<file path="config.mk">
export PLATFORM = sky130hd
export DESIGN_NAME = fpcmp_unit
export DESIGN_NICKNAME = d
export VERILOG_FILES = /design/src/rtl/fpcmp_pkg.sv /design/src/rtl/fpcmp_unbox.sv /design/src/rtl/fpcmp_classify.sv /design/src/rtl/fpcmp_order.sv /design/src/rtl/fpcmp_unit.sv
export SDC_FILE = /design/constraint.sdc
export NUM_CORES = 1
export LEC_CHECK = 0
export BUFFER_PORTS_ARGS = -buffer_cell sky130_fd_sc_hd__buf_2
export CAP_MARGIN = 10
export CORE_MARGIN = 8
export CORE_UTILIZATION = 43
export DETAILED_ROUTE_END_ITERATION = 10
export HOLD_SLACK_MARGIN = 0.03
export PLACE_DENSITY = 0.91
export SYNTH_ARGS = -nofsm -noshare
export SYNTH_HDL_FRONTEND = slang
export SYNTH_SLANG_ARGS = --single-unit
</file>
<file path="constraint.sdc">
create_clock -name clk -period 4.9 [get_ports clk]
set_clock_uncertainty 0.15 [all_clocks]
set_input_delay 0.245 -clock clk [delete_from_list [all_inputs] [get_ports clk]]
set_output_delay 0.245 -clock clk [all_outputs]
set_load 0.02 [all_outputs]
</file>
<file path="src/rtl/fpcmp_pkg.sv">
package fpcmp_pkg;
    localparam int SP_W  = 32;
    localparam int EXP_W = 8;
    localparam int MAN_W = 23;
    localparam logic [SP_W-1:0] CANON_NAN = 32'h7FC0_0000;

    typedef enum logic [2:0] {
        OP_LT_S = 3'd0,
        OP_LE_S = 3'd1,
        OP_EQ   = 3'd2,
        OP_LT_Q = 3'd3,
        OP_LE_Q = 3'd4,
        OP_MIN  = 3'd5,
        OP_MAX  = 3'd6,
        OP_NONE = 3'd7
    } fp_op_e;

    typedef struct packed {
        logic nan;
        logic snan;
        logic zero;
    } fp_class_t;
endpackage

</file>
<file path="src/rtl/fpcmp_unbox.sv">
module fpcmp_unbox #(
    parameter int REG_W     = 64,
    parameter int SP_W      = 32,
    parameter bit BOX_CHECK = 1'b1,
    parameter logic [SP_W-1:0] CANON = 32'h7FC0_0000
) (
    input  logic [REG_W-1:0] reg_i,
    output logic [SP_W-1:0]  sp_o
);
    localparam int HI_W = REG_W - SP_W;

    generate
        if (BOX_CHECK && HI_W > 0) begin : g_check
            logic boxed_ok;
            assign boxed_ok = (reg_i[REG_W-1:SP_W] == {HI_W{1'b1}});
            assign sp_o     = boxed_ok ? reg_i[SP_W-1:0] : CANON;
        end else begin : g_pass
            assign sp_o = reg_i[SP_W-1:0];
        end
    endgenerate
endmodule

</file>
<file path="src/rtl/fpcmp_classify.sv">
module fpcmp_classify
    import fpcmp_pkg::*;
#(
    parameter int W  = 32,
    parameter int EW = 8,
    parameter int MW = 23
) (
    input  logic [W-1:0] val_i,
    output fp_class_t    cls_o
);
    logic [EW-1:0] expo;
    logic [MW-1:0] mant;

    always_comb begin
        expo        = val_i[W-2 -: EW];
        mant        = val_i[MW-1:0];
        cls_o.nan   = (expo == {EW{1'b1}}) && (mant != '0);
        cls_o.snan  = cls_o.nan && !mant[MW-1];
        cls_o.zero  = (val_i[W-2:0] == '0);
    end
endmodule

</file>
<file path="src/rtl/fpcmp_order.sv">
module fpcmp_order
    import fpcmp_pkg::*;
#(
    parameter int W = 32
) (
    input  logic [W-1:0] a_i,
    input  logic [W-1:0] b_i,
    input  fp_class_t    ca_i,
    input  fp_class_t    cb_i,
    output logic         lt_cmp_o,
    output logic         eq_cmp_o,
    output logic         lt_mm_o
);
    logic sa, sb, mag_lt, differ, same_sign_lt;

    always_comb begin
        sa           = a_i[W-1];
        sb           = b_i[W-1];
        mag_lt       = (a_i < b_i);
        differ       = (a_i != b_i);
        same_sign_lt = differ && (sa ^ mag_lt);
        eq_cmp_o     = !differ || (ca_i.zero && cb_i.zero);
        if (sa != sb) begin
            lt_cmp_o = sa && !(ca_i.zero && cb_i.zero);
            lt_mm_o  = sa;
        end else begin
            lt_cmp_o = same_sign_lt;
            lt_mm_o  = same_sign_lt;
        end
    end
endmodule

</file>
<file path="src/rtl/fpcmp_unit.sv">
module fpcmp_unit
    import fpcmp_pkg::*;
#(
    parameter int REG_W     = 64,
    parameter int XLEN      = 64,
    parameter bit BOX_CHECK = 1'b1
) (
    input  logic             clk,
    input  logic             rst_n,
    input  logic             valid_in,
    input  logic [2:0]       op_i,
    input  logic [REG_W-1:0] opa_i,
    input  logic [REG_W-1:0] opb_i,
    output logic             valid_out,
    output logic [XLEN-1:0]  cmp_res,
    output logic [SP_W-1:0]  mm_res,
    output logic             invalid
);
    localparam int N_OPND = 2;

    typedef struct packed {
        logic            valid;
        logic            res;
        logic [SP_W-1:0] mm;
        logic            inv;
    } out_st_t;

    logic [N_OPND-1:0][REG_W-1:0] reg_in;
    logic [N_OPND-1:0][SP_W-1:0]  sp;
    fp_class_t [N_OPND-1:0]       cls;

    assign reg_in[0] = opa_i;
    assign reg_in[1] = opb_i;

    genvar gi;
    generate
        for (gi = 0; gi < N_OPND; gi++) begin : g_opnd
            fpcmp_unbox #(
                .REG_W(REG_W), .SP_W(SP_W), .BOX_CHECK(BOX_CHECK), .CANON(CANON_NAN)
            ) u_unbox (
                .reg_i(reg_in[gi]),
                .sp_o (sp[gi])
            );
            fpcmp_classify #(.W(SP_W), .EW(EXP_W), .MW(MAN_W)) u_cls (
                .val_i(sp[gi]),
                .cls_o(cls[gi])
            );
        end
    endgenerate

    logic lt_cmp, eq_cmp, lt_mm;

    fpcmp_order #(.W(SP_W)) u_order (
        .a_i     (sp[0]),
        .b_i     (sp[1]),
        .ca_i    (cls[0]),
        .cb_i    (cls[1]),
        .lt_cmp_o(lt_cmp),
        .eq_cmp_o(eq_cmp),
        .lt_mm_o (lt_mm)
    );

    out_st_t st_d, st_q;
    logic    any_nan, any_snan, both_nan;

    always_comb begin
        any_nan  = cls[0].nan || cls[1].nan;
        any_snan = cls[0].snan || cls[1].snan;
        both_nan = cls[0].nan && cls[1].nan;
        st_d     = '0;
        if (valid_in) begin
            st_d.valid = 1'b1;
            case (fp_op_e'(op_i))
                OP_LT_S: begin
                    st_d.inv = any_nan;
                    st_d.res = !any_nan && lt_cmp;
                end
                OP_LE_S: begin
                    st_d.inv = any_nan;
                    st_d.res = !any_nan && (lt_cmp || eq_cmp);
                end
                OP_EQ: begin
                    st_d.inv = any_snan;
                    st_d.res = !any_nan && eq_cmp;
                end
                OP_LT_Q: begin
                    st_d.inv = any_snan;
                    st_d.res = !any_nan && lt_cmp;
                end
                OP_LE_Q: begin
                    st_d.inv = any_snan;
                    st_d.res = !any_nan && (lt_cmp || eq_cmp);
                end
                OP_MIN, OP_MAX: begin
                    st_d.inv = any_snan;
                    if (both_nan)         st_d.mm = CANON_NAN;
                    else if (cls[0].nan)  st_d.mm = sp[1];
                    else if (cls[1].nan)  st_d.mm = sp[0];
                    else if (op_i == OP_MIN) st_d.mm = lt_mm ? sp[0] : sp[1];
                    else                  st_d.mm = lt_mm ? sp[1] : sp[0];
                end
                default: ;
            endcase
        end
    end

    always_ff @(posedge clk) begin
        if (!rst_n) st_q <= '0;
        else        st_q <= st_d;
    end

    assign valid_out = st_q.valid;
    assign cmp_res   = {{(XLEN-1){1'b0}}, st_q.res};
    assign mm_res    = st_q.mm;
    assign invalid   = st_q.inv;

    // Assertions
    p_valid_follow_r1: assert property (@(posedge clk) disable iff (!rst_n)
        valid_in |=> valid_out);
    p_idle_quiet_r1: assert property (@(posedge clk) disable iff (!rst_n)
        !valid_in |=> (!valid_out && cmp_res == '0 && mm_res == '0 && !invalid));
    p_unused_op_r4: assert property (@(posedge clk) disable iff (!rst_n)
        (valid_in && op_i == OP_NONE) |=> (cmp_res == '0 && mm_res == '0 && !invalid));
    p_sig_nan_r5: assert property (@(posedge clk) disable iff (!rst_n)
        (valid_in && (op_i == OP_LT_S || op_i == OP_LE_S) && (cls[0].nan || cls[1].nan))
        |=> (invalid && cmp_res == '0));
    p_lt_eq_excl_r7: assert property (@(posedge clk) disable iff (!rst_n)
        valid_in |-> !(lt_cmp && eq_cmp));
    p_cmp_no_mm_r8: assert property (@(posedge clk) disable iff (!rst_n)
        (valid_in && op_i <= OP_LE_Q) |=> (mm_res == '0));
    p_mm_no_cmp_r8: assert property (@(posedge clk) disable iff (!rst_n)
        (valid_in && (op_i == OP_MIN || op_i == OP_MAX)) |=> (cmp_res == '0));
    p_mm_canon_r9: assert property (@(posedge clk) disable iff (!rst_n)
        (valid_in && (op_i == OP_MIN || op_i == OP_MAX) && cls[0].nan && cls[1].nan)
        |=> (mm_res == CANON_NAN));
endmodule

</file>
==> results.json <==
{
  "mostFrequentLayoutCell": "sky130_fd_sc_hd__buf_2",
  "endpoint_kind": "register",
  "synth_largest_area_cell": "sky130_fd_sc_hd__dfxtp_1",
  "timing.critical_path.required_ns": 4.97,
  "postRouteAntennaNets": 0,
  "pwr_density_cell_nw_per_um2": 153,
  "antennaDiodeCount": 0,
  "worstHoldEndpoint": "mm_res[4]",
  "hold_path.startpoint": "opa_i[4]",
  "grt_max_degree": 34,
  "final_hold_viol_count": 0,
  "share_of_final_layout_standard_cells_stronger_than_drive_strength_1": 0.307,
  "synth-warning-count": 0,
  "route.detailed.drc": 0,
  "synth_enable_flop_cells": 0,
  "fp-row-count": 32,
  "global_route.usage.total": 0.214,
  "ys_async_sr_fraction": 0,
  "buffer_ports.inserted": 168,
  "grt_pass1_wl_um": 20000,
  "leakage_dissipation_uw": 0.00202,
  "critPathLaunch": "opa_i[59]",
  "chipHeight_um": 105,
  "synthToLayoutAreaGrowth_pct": 24.1,
  "dpl.hpwl_um": 10300,
  "cts-resized-gates": 0,
  "cts_hold_repair.buffers": 0,
  "arrival_ns": 4.56,
  "rsz_0062_raised_after_global_routing": "false",
  "die-width_um": 105,
  "timing.critical_path.cells": "buf_2, nand4_1, or4_1, nor3_2, buf_12, and2_1, ha_1, nand4_1, or4_1, or3_1, o221ai_1, a211oi_2, mux2i_2, xnor2_2, o21bai_4, buf_6, o21ai_1, a21oi_1",
  "cts_tree": "done",
  "cpMaxStageDelayCell": "sky130_fd_sc_hd__or4_1",
  "stdcell_area_sq_um": 4250,
  "place.gp.congestion": 0.894,
  "cell_at_the_root_of_the_clock_tree": "sky130_fd_sc_hd__clkbuf_8",
  "path_class": "in2reg",
  "synth_ff_type": "sky130_fd_sc_hd__dfxtp_1",
  "first_iter_violations": 254,
  "layout_common_cells": "168 x sky130_fd_sc_hd__buf_2, 63 x sky130_fd_sc_hd__conb_1, 60 x sky130_fd_sc_hd__nand2_1, 35 x sky130_fd_sc_hd__dfxtp_1, 33 x sky130_fd_sc_hd__ha_1",
  "critPathTopFamily": "simple AND/OR/NAND/NOR gates",
  "syn-cell-area_sq_um": 3420,
  "totalWireLength_um": 12300,
  "postCtsSetupRepairBufs": 0,
  "cts-buffers-inserted": 5,
  "die-area_sq_um": 11100,
  "proportion_of_netlist_area_held_by_the_largest_area_contributor": 0.205,
  "fmax_mhz": 222,
  "final_nets": 798,
  "clk_pin_slew_worst_paths_ns": 0.07,
  "clkSinkCount": 35,
  "slew_viol_final": 0,
  "cp_slowest_stage_delay_ns": 0.63,
  "clock_tree.buffer_depth": 2,
  "io_pins": 232,
  "post_synth_num_cell_types": 48,
  "cap_viol_max_count": 0,
  "hold-path-cell-count": 3,
  "grt-ovfl-total": 0,
  "detailroute.via_count": 3886,
  "placedInstanceArea_sq_um": 4140,
  "vdd_drop_max_mv": 0.0990,
  "ctsHtreeMaxLevel": 2,
  "postSynthCellCount": 468,
  "start_kind": "primary input",
  "critical_path.max_fanout": 33,
  "finalWorstPathRequiredPeriod_ns": 4.50,
  "synth-seq-area-share": 0.205,
  "timing.slew.headroom": 0.356,
  "antenna_found_initial": 0,
  "fin_ws_ns": 0.404,
  "number_of_synthesized_register_bits": 35,
  "via_count_of_the_first_global_routing_pass": 4214,
  "core-area_sq_um": 7730,
  "route.detailed.wl_per_inst_um": 16.8,
  "drt-pass1-iter-count": 4,
  "via_per_inst": 5.30,
  "setup_viol_count_final": 0,
  "initial_core_util": 0.443,
  "final_period_util": 0.918,
  "hold_path.class": "in2reg",
  "yosys-top-cells-area": "sky130_fd_sc_hd__dfxtp_1 20%, sky130_fd_sc_hd__buf_4 14%, sky130_fd_sc_hd__ha_1 12%",
  "pre_cts_slack_ns": -0.00711,
  "worst_pin_slew_ns": 0.958,
  "run_status": "finished clean",
  "final.setup.tns_ns": 0,
  "post_synth.cell_area_avg_sq_um": 7.32,
  "critPathBufInv": 3
}
-- kinds of logic (layout without fill, tap and decap cells) --
group | Yosys count | after routing | synth area share
muxes | 3 | 3 | 0.0102
DFF | 35 | 35 | 0.205
other | 1 | 63 | 0.00110
and+or+nand+nor | 229 | 229 | 0.347
adders and majority gates | 34 | 34 | 0.123
xor gates and xnor gates | 4 | 4 | 0.0124
buffers and inverters | 90 | 191 | 0.173
AOI/OAI and AO/OA | 72 | 72 | 0.128
-- Yosys cell counts, drive strengths merged (3+ instances only) --
master  count
buf        67
nand2      61
dfxtp      35
o21ai      34
ha         33
nand4      32
nor2       30
nand3      28
and2       23
nor4       22
a21oi      16
clkbuf     15
nand2b     15
inv         8
and3        4
nor3        4
o31ai       4
or3         4
a21o        3
o211ai      3
or4         3
-- layout make-up --
cell class / count / area [sq um]
flip-flops and latches: 35 / 701
inverters: 8 / 30.0
clock inverters: 1 / 5.00
fillers: 773 / 3480
repair buffers: 176 / 917
multi-input cells: 405 / 2390
clock buffers: 6 / 82.6
well taps: 102 / 128
-- stage by stage --
step | power [uW] | hold slack (ns) | std cells | util
after global placement | 435 | 0.352 | 726 | 0.536
after detailed placement | 437 | 0.360 | 726 | 0.536
final | 651 | 0.0559 | 733 | 0.550
after CTS | 653 | 0.0489 | 733 | 0.547
after floorplan | 396 | 0.225 | 530 | -
after global routing | 683 | 0.0599 | 733 | 0.550
-- how the worst max path moves through the flow --
| stage | cells after the start | endpoint | slack [ns] |
|---|---|---|---|
| 2_1_floorplan | 17 | mm_res[2] | 0.47 |
| 3_3_place_gp | 18 | mm_res[29] | 0.15 |
| 3_5_place_dp | 18 | mm_res[25] | -0.007 |
| 4_1_cts | 18 | mm_res[25] | 0.28 |
| 5_1_grt | 18 | mm_res[25] | 0.03 |
| 6_report | 18 | mm_res[25] | 0.40 |
-- where the power goes --
group / total [uW] / switching, uW / internal, uW / leakage [uW]
clock network: 216 / 106 / 110 / 0.0000470
logic: 147 / 97.6 / 49.3 / 0.00169
registers: 288 / 0.567 / 287 / 0.000283
-- sequential cells by signal, indices dropped and copies added (netlist names) --
signal     flops
valid_out      1
mm_res        32
invalid        1
cmp_res        1
-- per-layer routing --
layer  vias up  track usage  wire length, um
li1       1878            -                -
met1      1771        0.249             5180
met2       213        0.361             5790
met3        24       0.0719             1070
met4         0       0.0673              246
met5         -            0                0
-- worst min-delay path, cell delays in order --
cell	delay, ns
sky130_fd_sc_hd__buf_2	0.11
sky130_fd_sc_hd__nand2_1	0.05
sky130_fd_sc_hd__o21ai_1	0.05
No activity file was read; power rests on OpenSTA's default activity.
